==> src/rtl/brk_pkg.sv <==
package brk_pkg;
  typedef enum logic [1:0] {
    KIND_OFF  = 2'd0,
    KIND_INSN = 2'd1,
    KIND_DATA = 2'd2,
    KIND_OFF3 = 2'd3
  } kind_e;

  typedef struct packed {
    logic       post;
    logic       cpu_only;
    logic [1:0] size;
    logic       wr;
    kind_e      kind;
    logic [1:0] amask;
  } chan_ctl_t;

  localparam int CTL_W = $bits(chan_ctl_t);

  typedef enum logic [3:0] {
    REG_A_ID    = 4'd0,
    REG_A_ADDR  = 4'd1,
    REG_A_CTL   = 4'd2,
    REG_B_ID    = 4'd3,
    REG_B_ADDR  = 4'd4,
    REG_B_CTL   = 4'd5,
    REG_B_DATA  = 4'd6,
    REG_B_DMASK = 4'd7,
    REG_MODE    = 4'd8,
    REG_CLEAR   = 4'd9
  } reg_e;
endpackage

==> src/rtl/brk_cfg.sv <==
module brk_cfg
  import brk_pkg::*;
#(
  parameter int ASID_W = 8,
  parameter int ADDR_W = 32,
  parameter int DATA_W = 32
) (
  input  logic              clk_i,
  input  logic              rst_ni,
  input  logic              we_i,
  input  logic [3:0]        addr_i,
  input  logic [31:0]       wdata_i,
  output logic [ASID_W-1:0] a_id_o,
  output logic [ADDR_W-1:0] a_addr_o,
  output chan_ctl_t         a_ctl_o,
  output logic [ASID_W-1:0] b_id_o,
  output logic [ADDR_W-1:0] b_addr_o,
  output chan_ctl_t         b_ctl_o,
  output logic [DATA_W-1:0] b_data_o,
  output logic [DATA_W-1:0] b_dmask_o,
  output logic              seq_o,
  output logic              mode_wr_o,
  output logic              clr_a_o,
  output logic              clr_b_o
);
  logic [3:0] sel;
  assign sel = addr_i;

  always_ff @(posedge clk_i or negedge rst_ni) begin
    if (!rst_ni) begin
      a_id_o    <= '0;
      a_addr_o  <= '0;
      a_ctl_o   <= '0;
      b_id_o    <= '0;
      b_addr_o  <= '0;
      b_ctl_o   <= '0;
      b_data_o  <= '0;
      b_dmask_o <= '0;
      seq_o     <= 1'b0;
    end else if (we_i) begin
      case (sel)
        REG_A_ID:    a_id_o    <= wdata_i[ASID_W-1:0];
        REG_A_ADDR:  a_addr_o  <= wdata_i[ADDR_W-1:0];
        REG_A_CTL:   a_ctl_o   <= chan_ctl_t'(wdata_i[CTL_W-1:0]);
        REG_B_ID:    b_id_o    <= wdata_i[ASID_W-1:0];
        REG_B_ADDR:  b_addr_o  <= wdata_i[ADDR_W-1:0];
        REG_B_CTL:   b_ctl_o   <= chan_ctl_t'(wdata_i[CTL_W-1:0]);
        REG_B_DATA:  b_data_o  <= wdata_i[DATA_W-1:0];
        REG_B_DMASK: b_dmask_o <= wdata_i[DATA_W-1:0];
        REG_MODE:    seq_o     <= wdata_i[0];
        default: ;
      endcase
    end
  end

  assign mode_wr_o = we_i && (sel == REG_MODE);
  assign clr_a_o   = we_i && (sel == REG_CLEAR) && wdata_i[0];
  assign clr_b_o   = we_i && (sel == REG_CLEAR) && wdata_i[1];
endmodule

==> src/rtl/brk_chan.sv <==
module brk_chan
  import brk_pkg::*;
#(
  parameter int ASID_W    = 8,
  parameter int ADDR_W    = 32,
  parameter int DATA_W    = 32,
  parameter bit HAS_DATA  = 1'b0,
  parameter int MASK1_LSB = 10,
  parameter int MASK2_LSB = 12
) (
  input  logic              clk_i,
  input  logic              rst_ni,
  input  logic [ASID_W-1:0] cmp_id_i,
  input  logic [ADDR_W-1:0] cmp_addr_i,
  input  chan_ctl_t         ctl_i,
  input  logic [DATA_W-1:0] cmp_data_i,
  input  logic [DATA_W-1:0] dmask_i,
  input  logic              bus_valid_i,
  input  logic              bus_cpu_i,
  input  logic              bus_fetch_i,
  input  logic              bus_write_i,
  input  logic [1:0]        bus_size_i,
  input  logic [ASID_W-1:0] bus_asid_i,
  input  logic [ADDR_W-1:0] bus_addr_i,
  input  logic [DATA_W-1:0] bus_data_i,
  output logic              match_o,
  output logic              pre_o
);
  logic [ADDR_W-1:0] amask;
  logic kind_ok, addr_ok, size_ok, dir_ok, cpu_ok, id_ok, data_ok;

  always_comb begin
    unique case (ctl_i.amask)
      2'd0:    amask = '1;
      2'd1:    amask = {ADDR_W{1'b1}} << MASK1_LSB;
      2'd2:    amask = {ADDR_W{1'b1}} << MASK2_LSB;
      default: amask = '0;
    endcase
  end

  always_comb begin
    unique case (ctl_i.kind)
      KIND_INSN: kind_ok = bus_fetch_i;
      KIND_DATA: kind_ok = !bus_fetch_i;
      default:   kind_ok = 1'b0;
    endcase
  end

  assign addr_ok = ((bus_addr_i ^ cmp_addr_i) & amask) == '0;
  assign size_ok = (ctl_i.size == 2'd0) || (ctl_i.size == bus_size_i);
  assign dir_ok  = ctl_i.wr == bus_write_i;
  assign cpu_ok  = !ctl_i.cpu_only || bus_cpu_i;
  assign id_ok   = bus_asid_i == cmp_id_i;

  generate
    if (HAS_DATA) begin : g_data
      assign data_ok = ((bus_data_i ^ cmp_data_i) & ~dmask_i) == '0;
    end else begin : g_nodata
      logic unused_data;
      assign unused_data = ^{cmp_data_i, dmask_i, bus_data_i};
      assign data_ok = 1'b1;
    end
  endgenerate

  assign match_o = bus_valid_i && kind_ok && id_ok && addr_ok && size_ok
                 && dir_ok && cpu_ok && data_ok;
  assign pre_o   = !((ctl_i.kind == KIND_INSN) && ctl_i.post);


  id_gate_chk: assert property (@(posedge clk_i) disable iff (!rst_ni)
    match_o |-> (bus_valid_i && bus_asid_i == cmp_id_i));


  full_addr_chk: assert property (@(posedge clk_i) disable iff (!rst_ni)
    (match_o && ctl_i.amask == 2'd0) |-> (bus_addr_i == cmp_addr_i));


  size_gate_chk: assert property (@(posedge clk_i) disable iff (!rst_ni)
    (match_o && ctl_i.size != 2'd0) |-> (bus_size_i == ctl_i.size));
endmodule

==> src/rtl/brk_seq.sv <==
module brk_seq (
  input  logic clk_i,
  input  logic rst_ni,
  input  logic seq_i,
  input  logic mode_wr_i,
  input  logic clr_a_i,
  input  logic clr_b_i,
  input  logic ma_i,
  input  logic mb_i,
  input  logic pre_a_i,
  input  logic pre_b_i,
  output logic brk_o,
  output logic post_o,
  output logic armed_o,
  output logic hit_a_o,
  output logic hit_b_o
);
  logic fire_a, fire_b, fire, pre_any;
  logic armed_q, brk_q, post_q, hit_a_q, hit_b_q;

  assign fire_a  = !seq_i && ma_i;
  assign fire_b  = mb_i && (!seq_i || armed_q);
  assign fire    = fire_a || fire_b;
  assign pre_any = (fire_a && pre_a_i) || (fire_b && pre_b_i);

  always_ff @(posedge clk_i or negedge rst_ni) begin
    if (!rst_ni) begin
      armed_q <= 1'b0;
      brk_q   <= 1'b0;
      post_q  <= 1'b0;
      hit_a_q <= 1'b0;
      hit_b_q <= 1'b0;
    end else begin
      brk_q  <= fire;
      post_q <= fire && !pre_any;
      // disarm beats arm
      if (mode_wr_i || fire)   armed_q <= 1'b0;
      else if (seq_i && ma_i)  armed_q <= 1'b1;
      if (ma_i)                hit_a_q <= 1'b1;
      else if (clr_a_i)        hit_a_q <= 1'b0;
      if (fire_b)              hit_b_q <= 1'b1;
      else if (clr_b_i)        hit_b_q <= 1'b0;
    end
  end

  assign brk_o   = brk_q;
  assign post_o  = post_q;
  assign armed_o = armed_q;
  assign hit_a_o = hit_a_q;
  assign hit_b_o = hit_b_q;


  brk_cause_chk: assert property (@(posedge clk_i) disable iff (!rst_ni)
    brk_q |-> $past(ma_i || mb_i));


  unarmed_b_chk: assert property (@(posedge clk_i) disable iff (!rst_ni)
    (seq_i && mb_i && !armed_q) |=> !brk_q);


  disarm_on_brk_chk: assert property (@(posedge clk_i) disable iff (!rst_ni)
    brk_q |-> !armed_q);


  mode_disarm_chk: assert property (@(posedge clk_i) disable iff (!rst_ni)
    mode_wr_i |=> !armed_q);


  hit_a_hold_chk: assert property (@(posedge clk_i) disable iff (!rst_ni)
    (hit_a_q && !clr_a_i) |=> hit_a_q);


  hit_b_hold_chk: assert property (@(posedge clk_i) disable iff (!rst_ni)
    (hit_b_q && !clr_b_i) |=> hit_b_q);
endmodule

==> src/rtl/brk_unit.sv <==
module brk_unit
  import brk_pkg::*;
#(
  parameter int ASID_W    = 8,
  parameter int ADDR_W    = 32,
  parameter int DATA_W    = 32,
  parameter int MASK1_LSB = 10,
  parameter int MASK2_LSB = 12
) (
  input  logic              clk_i,
  input  logic              rst_ni,
  input  logic              cfg_we_i,
  input  logic [3:0]        cfg_addr_i,
  input  logic [31:0]       cfg_wdata_i,
  input  logic              bus_valid_i,
  input  logic              bus_cpu_i,
  input  logic              bus_fetch_i,
  input  logic              bus_write_i,
  input  logic [1:0]        bus_size_i,
  input  logic [ASID_W-1:0] bus_asid_i,
  input  logic [ADDR_W-1:0] bus_addr_i,
  input  logic [DATA_W-1:0] bus_data_i,
  output logic              brk_o,
  output logic              brk_post_o,
  output logic              armed_o,
  output logic              hit_a_o,
  output logic              hit_b_o
);
  localparam int NCH = 2;

  logic [ASID_W-1:0] a_id, b_id;
  logic [ADDR_W-1:0] a_addr, b_addr;
  chan_ctl_t         a_ctl, b_ctl;
  logic [DATA_W-1:0] b_data, b_dmask;
  logic seq, mode_wr, clr_a, clr_b;

  logic [ASID_W-1:0] ch_id    [NCH];
  logic [ADDR_W-1:0] ch_addr  [NCH];
  chan_ctl_t         ch_ctl   [NCH];
  logic [DATA_W-1:0] ch_data  [NCH];
  logic [DATA_W-1:0] ch_dmask [NCH];
  logic [NCH-1:0]    ch_match, ch_pre;

  brk_cfg #(.ASID_W(ASID_W), .ADDR_W(ADDR_W), .DATA_W(DATA_W)) u_cfg (
    .clk_i, .rst_ni,
    .we_i(cfg_we_i), .addr_i(cfg_addr_i), .wdata_i(cfg_wdata_i),
    .a_id_o(a_id), .a_addr_o(a_addr), .a_ctl_o(a_ctl),
    .b_id_o(b_id), .b_addr_o(b_addr), .b_ctl_o(b_ctl),
    .b_data_o(b_data), .b_dmask_o(b_dmask),
    .seq_o(seq), .mode_wr_o(mode_wr), .clr_a_o(clr_a), .clr_b_o(clr_b)
  );

  assign ch_id[0]    = a_id;
  assign ch_addr[0]  = a_addr;
  assign ch_ctl[0]   = a_ctl;
  assign ch_data[0]  = '0;
  assign ch_dmask[0] = '1;
  assign ch_id[1]    = b_id;
  assign ch_addr[1]  = b_addr;
  assign ch_ctl[1]   = b_ctl;
  assign ch_data[1]  = b_data;
  assign ch_dmask[1] = b_dmask;

  for (genvar c = 0; c < NCH; c++) begin : g_ch
    brk_chan #(
      .ASID_W(ASID_W), .ADDR_W(ADDR_W), .DATA_W(DATA_W),
      .HAS_DATA(c == 1), .MASK1_LSB(MASK1_LSB), .MASK2_LSB(MASK2_LSB)
    ) u_chan (
      .clk_i, .rst_ni,
      .cmp_id_i(ch_id[c]), .cmp_addr_i(ch_addr[c]), .ctl_i(ch_ctl[c]),
      .cmp_data_i(ch_data[c]), .dmask_i(ch_dmask[c]),
      .bus_valid_i, .bus_cpu_i, .bus_fetch_i, .bus_write_i, .bus_size_i,
      .bus_asid_i, .bus_addr_i, .bus_data_i,
      .match_o(ch_match[c]), .pre_o(ch_pre[c])
    );
  end

  brk_seq u_seq (
    .clk_i, .rst_ni,
    .seq_i(seq), .mode_wr_i(mode_wr), .clr_a_i(clr_a), .clr_b_i(clr_b),
    .ma_i(ch_match[0]), .mb_i(ch_match[1]),
    .pre_a_i(ch_pre[0]), .pre_b_i(ch_pre[1]),
    .brk_o, .post_o(brk_post_o), .armed_o, .hit_a_o, .hit_b_o
  );


  post_needs_brk_chk: assert property (@(posedge clk_i) disable iff (!rst_ni)
    brk_post_o |-> brk_o);
endmodule

==> config.mk <==
export PLATFORM = sky130hd
export DESIGN_NAME = brk_unit
export DESIGN_NICKNAME = d
export VERILOG_FILES = /design/src/rtl/brk_pkg.sv /design/src/rtl/brk_cfg.sv /design/src/rtl/brk_chan.sv /design/src/rtl/brk_seq.sv /design/src/rtl/brk_unit.sv
export SDC_FILE = /design/constraint.sdc
export NUM_CORES = 1
export LEC_CHECK = 0
export ABC_AREA = 1
export CAP_MARGIN = 5
export CORE_ASPECT_RATIO = 0.5
export CORE_UTILIZATION = 55
export CTS_CLUSTER_DIAMETER = 30
export DETAILED_ROUTE_END_ITERATION = 10
export PLACE_DENSITY = 0.81
export SLEW_MARGIN = 15
export SYNTH_ARGS = -nofsm -noshare
export SYNTH_HDL_FRONTEND = slang
export SYNTH_SLANG_ARGS = --single-unit
==> constraint.sdc <==
create_clock -name clk_i -period 1.7 [get_ports clk_i]
set_clock_uncertainty 0.1 [all_clocks]
set_input_delay 0.17 -clock clk_i [delete_from_list [all_inputs] [get_ports clk_i]]
set_output_delay 0.17 -clock clk_i [all_outputs]
set_load 0.02 [all_outputs]
==> results of run 1 <==
==> per-stage QoR <==
step | area, um2 | setup slack [ns]
after floorplan | 8230 | 0.231
after global placement | 9900 | -0.313
after detailed placement | 9900 | -0.358
after CTS | 10500 | 0.00120
after global routing | 10600 | -0.0587
final | 10600 | 0.0458
==> kinds of logic after synthesis <==
| group | Yosys count | share of synthesized area [%] |
|---|---|---|
| AO/OA/AOI/OAI | 186 | 11.4 |
| flip-flops | 168 | 51.1 |
| buffers and inverters | 174 | 7.95 |
| XOR/XNOR | 46 | 4.89 |
| AND/OR/NAND/NOR | 509 | 24.7 |
==> metal layers <==
metal  vias up  wire length [um]  GRT usage (%)
li1       3633                 -              -
met3        33              1160           4.42
met1      3421              9750           38.6
met4         0               408           11.0
met5         -                 0              0
met2       250             10000           46.7
==> worst min path at each step <==
stage,startpoint,to,slack (ns)
detailed placement,rst_ni,u_cfg.a_ctl_o[6],0.03
global placement,rst_ni,u_cfg.a_ctl_o[6],0.03
global route,rst_ni,u_cfg.b_dmask_o[0],0.20
finish,rst_ni,u_cfg.b_dmask_o[0],0.15
CTS,rst_ni,u_cfg.b_dmask_o[0],0.17
floorplan,rst_ni,u_cfg.a_addr_o[0],-0.23
==> sequential cells by signal, summed over array words and instances (netlist names) <==
name             count
u_cfg.a_addr_o      32
u_cfg.a_ctl_o        9
u_cfg.a_id_o         8
u_cfg.b_addr_o      32
u_cfg.b_ctl_o        9
u_cfg.b_data_o      32
u_cfg.b_dmask_o     32
u_cfg.b_id_o         8
u_cfg.seq_o          1
u_seq.armed_o        1
u_seq.brk_o          1
u_seq.hit_a_o        1
u_seq.hit_b_o        1
u_seq.post_o         1
==> area by class of cell <==
type | instances | area, um2
Clock inverter | 12 | 92.6
Clock buffer | 20 | 447
Multi-Input combinational cell | 741 | 3530
Timing Repair Buffer | 152 | 1580
Sequential cell | 168 | 4200
Inverter | 145 | 544
Fill cell | 1088 | 3900
Tap cell | 198 | 248
==> report_power, final <==
part           internal [W]  total, W  switching, W
registers           0.00480   0.00537      0.000575
clock network       0.00193   0.00359       0.00166
logic               0.00116   0.00250       0.00134
total               0.00788    0.0115       0.00358
==> cells in the final DEF, fill, tap and decap left out, drive strengths merged <==
master / instances
nor3: 1
nand3b: 8
o21bai: 1
clkdlybuf4s50: 117
nor3b: 1
nand2: 358
o21ai: 177
xnor2: 17
xor2: 29
nand3: 28
nor2: 101
dfrtp: 168
dlygate4sd3: 1
buf: 31
clkinv: 4
nand4: 5
clkbuf: 20
a21oi: 8
dlymetal6s2s: 3
clkinvlp: 4
inv: 149
or2: 7
==> worst max-delay path, cell delays in order (launching register included) <==
cell and delay, ns:
dfrtp_1 0.40, xor2_1 0.18, nor2_2 0.17, nand2_1 0.06, nor2_1 0.13, nand3_2 0.12
nand2_2 0.11, nand3_2 0.09, nand2_2 0.10, nand2_2 0.05, nor2_1 0.08
==> timing repair <==
action                                  in CTS  in global routing
pin swaps                                    0                 22
gates resized for setup                      6                 45
endpoints found under the setup margin       4                  7
hold buffers                                 1                  0
hold endpoints to repair                   152                  0
setup buffers                                0                  6
==> results_dict.tcl, run 1 <==
set metrics [dict create \
    cts_buffers 17 \
    fmax_mhz 605 \
    post-place-cells 1397 \
    crit_path_start "u_cfg.a_addr_o[28]" \
    clock_latency_ns 0.43 \
    grt_pass1_wl_um 33500 \
    r2r_end "u_seq.post_o" \
    dieArea_mm2 0.0155 \
    final_util_pct 73.2 \
    yosys.area.top_type "dfrtp_1" \
    wl_per_cell_um 14.9 \
    hold_violations 0 \
    cts_sinks 168 \
    antenna_found_initial 0 \
    critPathRequiredTime_ns 1.95 \
    irDropWorstVdd_mv 0.691 \
    drv_slew 0 \
    dr.first_iter.drc_count 477 \
    grt_max_degree 55 \
    power_density_mw_per_mm2 1080 \
    reg2reg_depth 10 \
    reg2reg_from "u_cfg.a_addr_o[28]" \
    ys_ff_latch 168 \
    path_clk_slew_ns 0.07 \
    synth-edff-count 0 \
    setup_viol 0 \
    layout.cells.non_filler 1436 \
    rows 31 \
    hold_path.class "in2async" \
    pin_count 122 \
    period_share_pct 97.3 \
    core_mm2 0.0145 \
    synth_ff_type "dfrtp_1" \
    clockBufferDepth 2 \
    dr.pass1.iters 5 \
    slew_headroom_pct 70.4 \
    io_buffers 121 \
    grt-ovfl-total 0 \
    grt_pass1_vias 6873 \
    synth_top_area_share_pct 51.1 \
    cap_violations 0 \
    fin_nets 1342 \
    p_leak_nw 5.38 \
    diodes 0 \
    async_reset_ff_share_pct 100 \
    synthToLayoutAreaGrowth_pct 29.3 \
    start_util_pct 56.6 \
    syn_avg_cell_area_um2 7.60 \
    cp-start-kind "register" \
    gp_congestion 0.841 \
    final.min_clock_period_ns 1.65 \
    hold_slack_ns 0.154 \
    cp_data_arrival_time_ns 1.90 \
    yosysWarningCount 0 \
    fp.dieH_um 88.5 \
    worstMarginPinSlew_ns 0.443 \
    htree_levels 4 \
    routed_wl_um 21400 \
    syn_inst 1083 \
    rrSetupSlack_ns 0.05 \
    yosysMostFrequentCell "nand2_1" \
    drive_above_1_share_pct 10.1 \
    vias 7337 \
    synthesis.area_mm2 0.00823 \
    synth_nets 1200 \
    synth_cell_type_count 26 \
    cts_tree "done" \
    grt_usage_pct 28.4 \
    drc 0 \
    cp-endpoint "u_seq.post_o" \
    worstPathMaxFanout 3 \
    synth_area_leaders "dfrtp_1 (51%), nand2_1 (16%), o21ai_0 (10%)" \
    rsz0062_at_grt "yes" \
    die_w_um 175 \
    seq_area_frac_synth_pct 51.1 \
    synthTopCellsByCount "nand2_1 (356), o21ai_0 (169), dfrtp_1 (168)" \
    crit_path_end_kind "register" \
    ant_nets 0 \
    place_hpwl_um 15100 \
    finalPower_w 0.0115 \
    cts_root_buf "clkbuf_16" \
    crit_type "reg2reg" \
    avgViaCountPerCell 5.11 \
    status "completed" \
    fin_setup_tns_ns 0 \
]
Note: power is estimated with default switching activity, not from simulation.
==> run 2, diff against run 1 <==
--- a/config.mk
+++ b/config.mk
@@ -9,6 +9,7 @@
 export CAP_MARGIN = 5
 export CORE_ASPECT_RATIO = 0.5
 export CORE_UTILIZATION = 55
+export CTS_BUF_LIST = sky130_fd_sc_hd__clkbuf_4 sky130_fd_sc_hd__clkbuf_8
 export CTS_CLUSTER_DIAMETER = 30
 export DETAILED_ROUTE_END_ITERATION = 10
 export PLACE_DENSITY = 0.81
@@ -16,3 +17,4 @@
 export SYNTH_ARGS = -nofsm -noshare
 export SYNTH_HDL_FRONTEND = slang
 export SYNTH_SLANG_ARGS = --single-unit
+export TNS_END_PERCENT = 50
==> run 2 against run 1 <==
  * The run now ends with setup timing left
  * Worst hold slack worse by 0.043 ns
  * Cell area down 2.3%
  * Sequential share of layout area rose by 0.92 points
==> results_dict.tcl, run 2 (synthesis results as in run 1) <==
set metrics [dict create \
    start_util_pct 56.6 \
    cp-start-kind "register" \
    fin_nets 1341 \
    clockBufferDepth 2 \
    fp.dieH_um 88.5 \
    grt_max_degree 55 \
    path_clk_slew_ns 0.09 \
    grt-ovfl-total 0 \
    finish.instance_area_mm2 0.0104 \
    ant_nets 0 \
    dr.first_iter.drc_count 489 \
    switching_power_w 0.00342 \
    core_mm2 0.0145 \
    worstPathMaxFanout 3 \
    crit_type "reg2reg" \
    diodes 0 \
    internal_power_w 0.00703 \
    place_hpwl_um 15100 \
    drive_above_1_share_pct 8.97 \
    dr.pass1.iters 5 \
    dieArea_mm2 0.0155 \
    switching_share_pct 32.7 \
    combinationalPowerShare_pct 23.4 \
    setup_ws_ns -0.0454 \
    cap_violations 0 \
    power_density_mw_per_mm2 1000 \
    final_cell_mix "nand2_1 (344), o21ai_0 (169), dfrtp_1 (168)" \
    hold_violations 0 \
    postPlaceCellArea_mm2 0.00990 \
    drv_slew 0 \
    fin_setup_tns_ns -0.0454 \
    rows 31 \
    cts_root_buf "clkbuf_8" \
    final_util_pct 71.5 \
    grt_pass1_vias 6806 \
    rsz0062_at_grt "yes" \
    hold_path.class "in2async" \
    routed_wl_um 20900 \
    irDropWorstVdd_mv 0.557 \
    grt_pass1_wl_um 33000 \
    vias 7292 \
    pwr-share-clk_pct 25.3 \
    wl_per_cell_um 14.6 \
    final.min_clock_period_ns 1.75 \
    clock_latency_ns 0.46 \
    setup_viol 1 \
    antenna_found_initial 0 \
    fmax_mhz 573 \
    filler_cell_count 1142 \
    synthToLayoutAreaGrowth_pct 26.4 \
    htree_levels 4 \
    cts_tree "done" \
    cts_buffers 17 \
    critPathRequiredTime_ns 1.99 \
    final_common_cell "nand2_1" \
    slew_headroom_pct 70.8 \
    worstMarginPinSlew_ns 0.438 \
    period_share_pct 103 \
    gp_congestion 0.841 \
    avgViaCountPerCell 5.08 \
    cts_sinks 168 \
    die_w_um 175 \
    seqPwrFrac_pct 51.2 \
    pin_count 122 \
    io_buffers 121 \
    grt_usage_pct 28.0 \
    cp_data_arrival_time_ns 2.03 \
    crit_path_end_kind "register" \
    status "finished, violations left" \
    violations "setup timing" \
    drc 0 \
    p_leak_nw 5.28 \
]
## run 2: cell count changes in the layout (fill, tap and decap cells not counted), sizes merged
cell           change
dlygate4sd2        +4
buf                -1
clkdlybuf4s50      -2
dlymetal6s2s       -2
clkinv             +1
inv                -1
## run 2: power by group through the flow
stage | logic [W] | clock network (W) | registers (W)
floorplan | 0.00150 | 0 | 0.00528
global placement | 0.00224 | 0 | 0.00536
detailed placement | 0.00234 | 0 | 0.00542
CTS | 0.00236 | 0.00266 | 0.00534
global route | 0.00281 | 0.00284 | 0.00545
finish | 0.00245 | 0.00265 | 0.00535
## run 2: critical path, stage by stage, from the launching register on
cell and delay (ns):
dfrtp_1 0.41, nand2_1 0.09, nand3_1 0.10, nor2_1 0.20, nand3_1 0.10, nor2_1 0.13
nand2_2 0.08, nor2_4 0.12, nand3_2 0.09, nand2_2 0.10, nand2_2 0.05, nor2_1 0.10
## run 2: area by class of cell
class | instances | area (um2) | share of cell area, %
Clock buffer | 20 | 263 | 2.53
Clock inverter | 12 | 92.6 | 0.890
Inverter | 145 | 544 | 5.23
Multi-Input combinational cell | 741 | 3490 | 33.5
Sequential cell | 168 | 4200 | 40.4
Tap cell | 198 | 248 | 2.38
Timing Repair Buffer | 151 | 1560 | 15.0
## run 2: path summary, 6_finish.rpt
path | depth (start not counted) | slack [ns] | start | to
min in group clk_i | 3 | 0.23 | cfg_wdata_i[9] | u_cfg.b_addr_o[9]
setup / recovery | 11 | -0.05 | u_cfg.b_id_o[5] | u_seq.post_o
max in group asynchronous | 3 | 0.80 | rst_ni | u_cfg.b_addr_o[11]
hold reg to reg | 2 | 0.39 | u_cfg.b_dmask_o[16] | u_cfg.b_dmask_o[16]
hold / removal | 2 | 0.11 | rst_ni | u_cfg.b_dmask_o[0]
setup reg to reg | 11 | -0.05 | u_cfg.b_id_o[5] | u_seq.post_o
## run 2: per-layer routing
metal  GRT usage (%)  vias up  share of wire (%)
met1            38.4     3385                 46
met2            45.0      247                 46
met5               0        -                  0
li1                -     3627                  -
met3            5.33       33                6.3
met4            10.5        0                2.2
## run 2: through the flow
step	setup WS, ns	hold slack (ns)	cells	total power [W]
CTS	-0.0248	0.120	1430	0.0104
detailed placement	-0.358	0.0279	1397	0.00776
floorplan	0.231	-0.226	1083	0.00678
finish	-0.0454	0.111	1435	0.0104
global route	-0.127	0.150	1435	0.0111
global placement	-0.313	0.0292	1397	0.00761
## run 2: what timing repair did
item	4_1_cts	5_1_grt
pin swaps	0	21
endpoints found under the hold margin	168	0
hold buffers	1	0
gates resized for setup	8	29
setup buffers	0	5
setup endpoints to repair	8	5
==> run 3, diff against run 2 <==
--- a/config.mk
+++ b/config.mk
@@ -11,6 +11,7 @@
 export CORE_UTILIZATION = 55
 export CTS_BUF_LIST = sky130_fd_sc_hd__clkbuf_4 sky130_fd_sc_hd__clkbuf_8
 export CTS_CLUSTER_DIAMETER = 30
+export CTS_CLUSTER_SIZE = 25
 export DETAILED_ROUTE_END_ITERATION = 10
 export PLACE_DENSITY = 0.81
 export SLEW_MARGIN = 15
==> results of run 3 <==
Same layout as run 2: the final DEF is identical, and so are final timing and power.
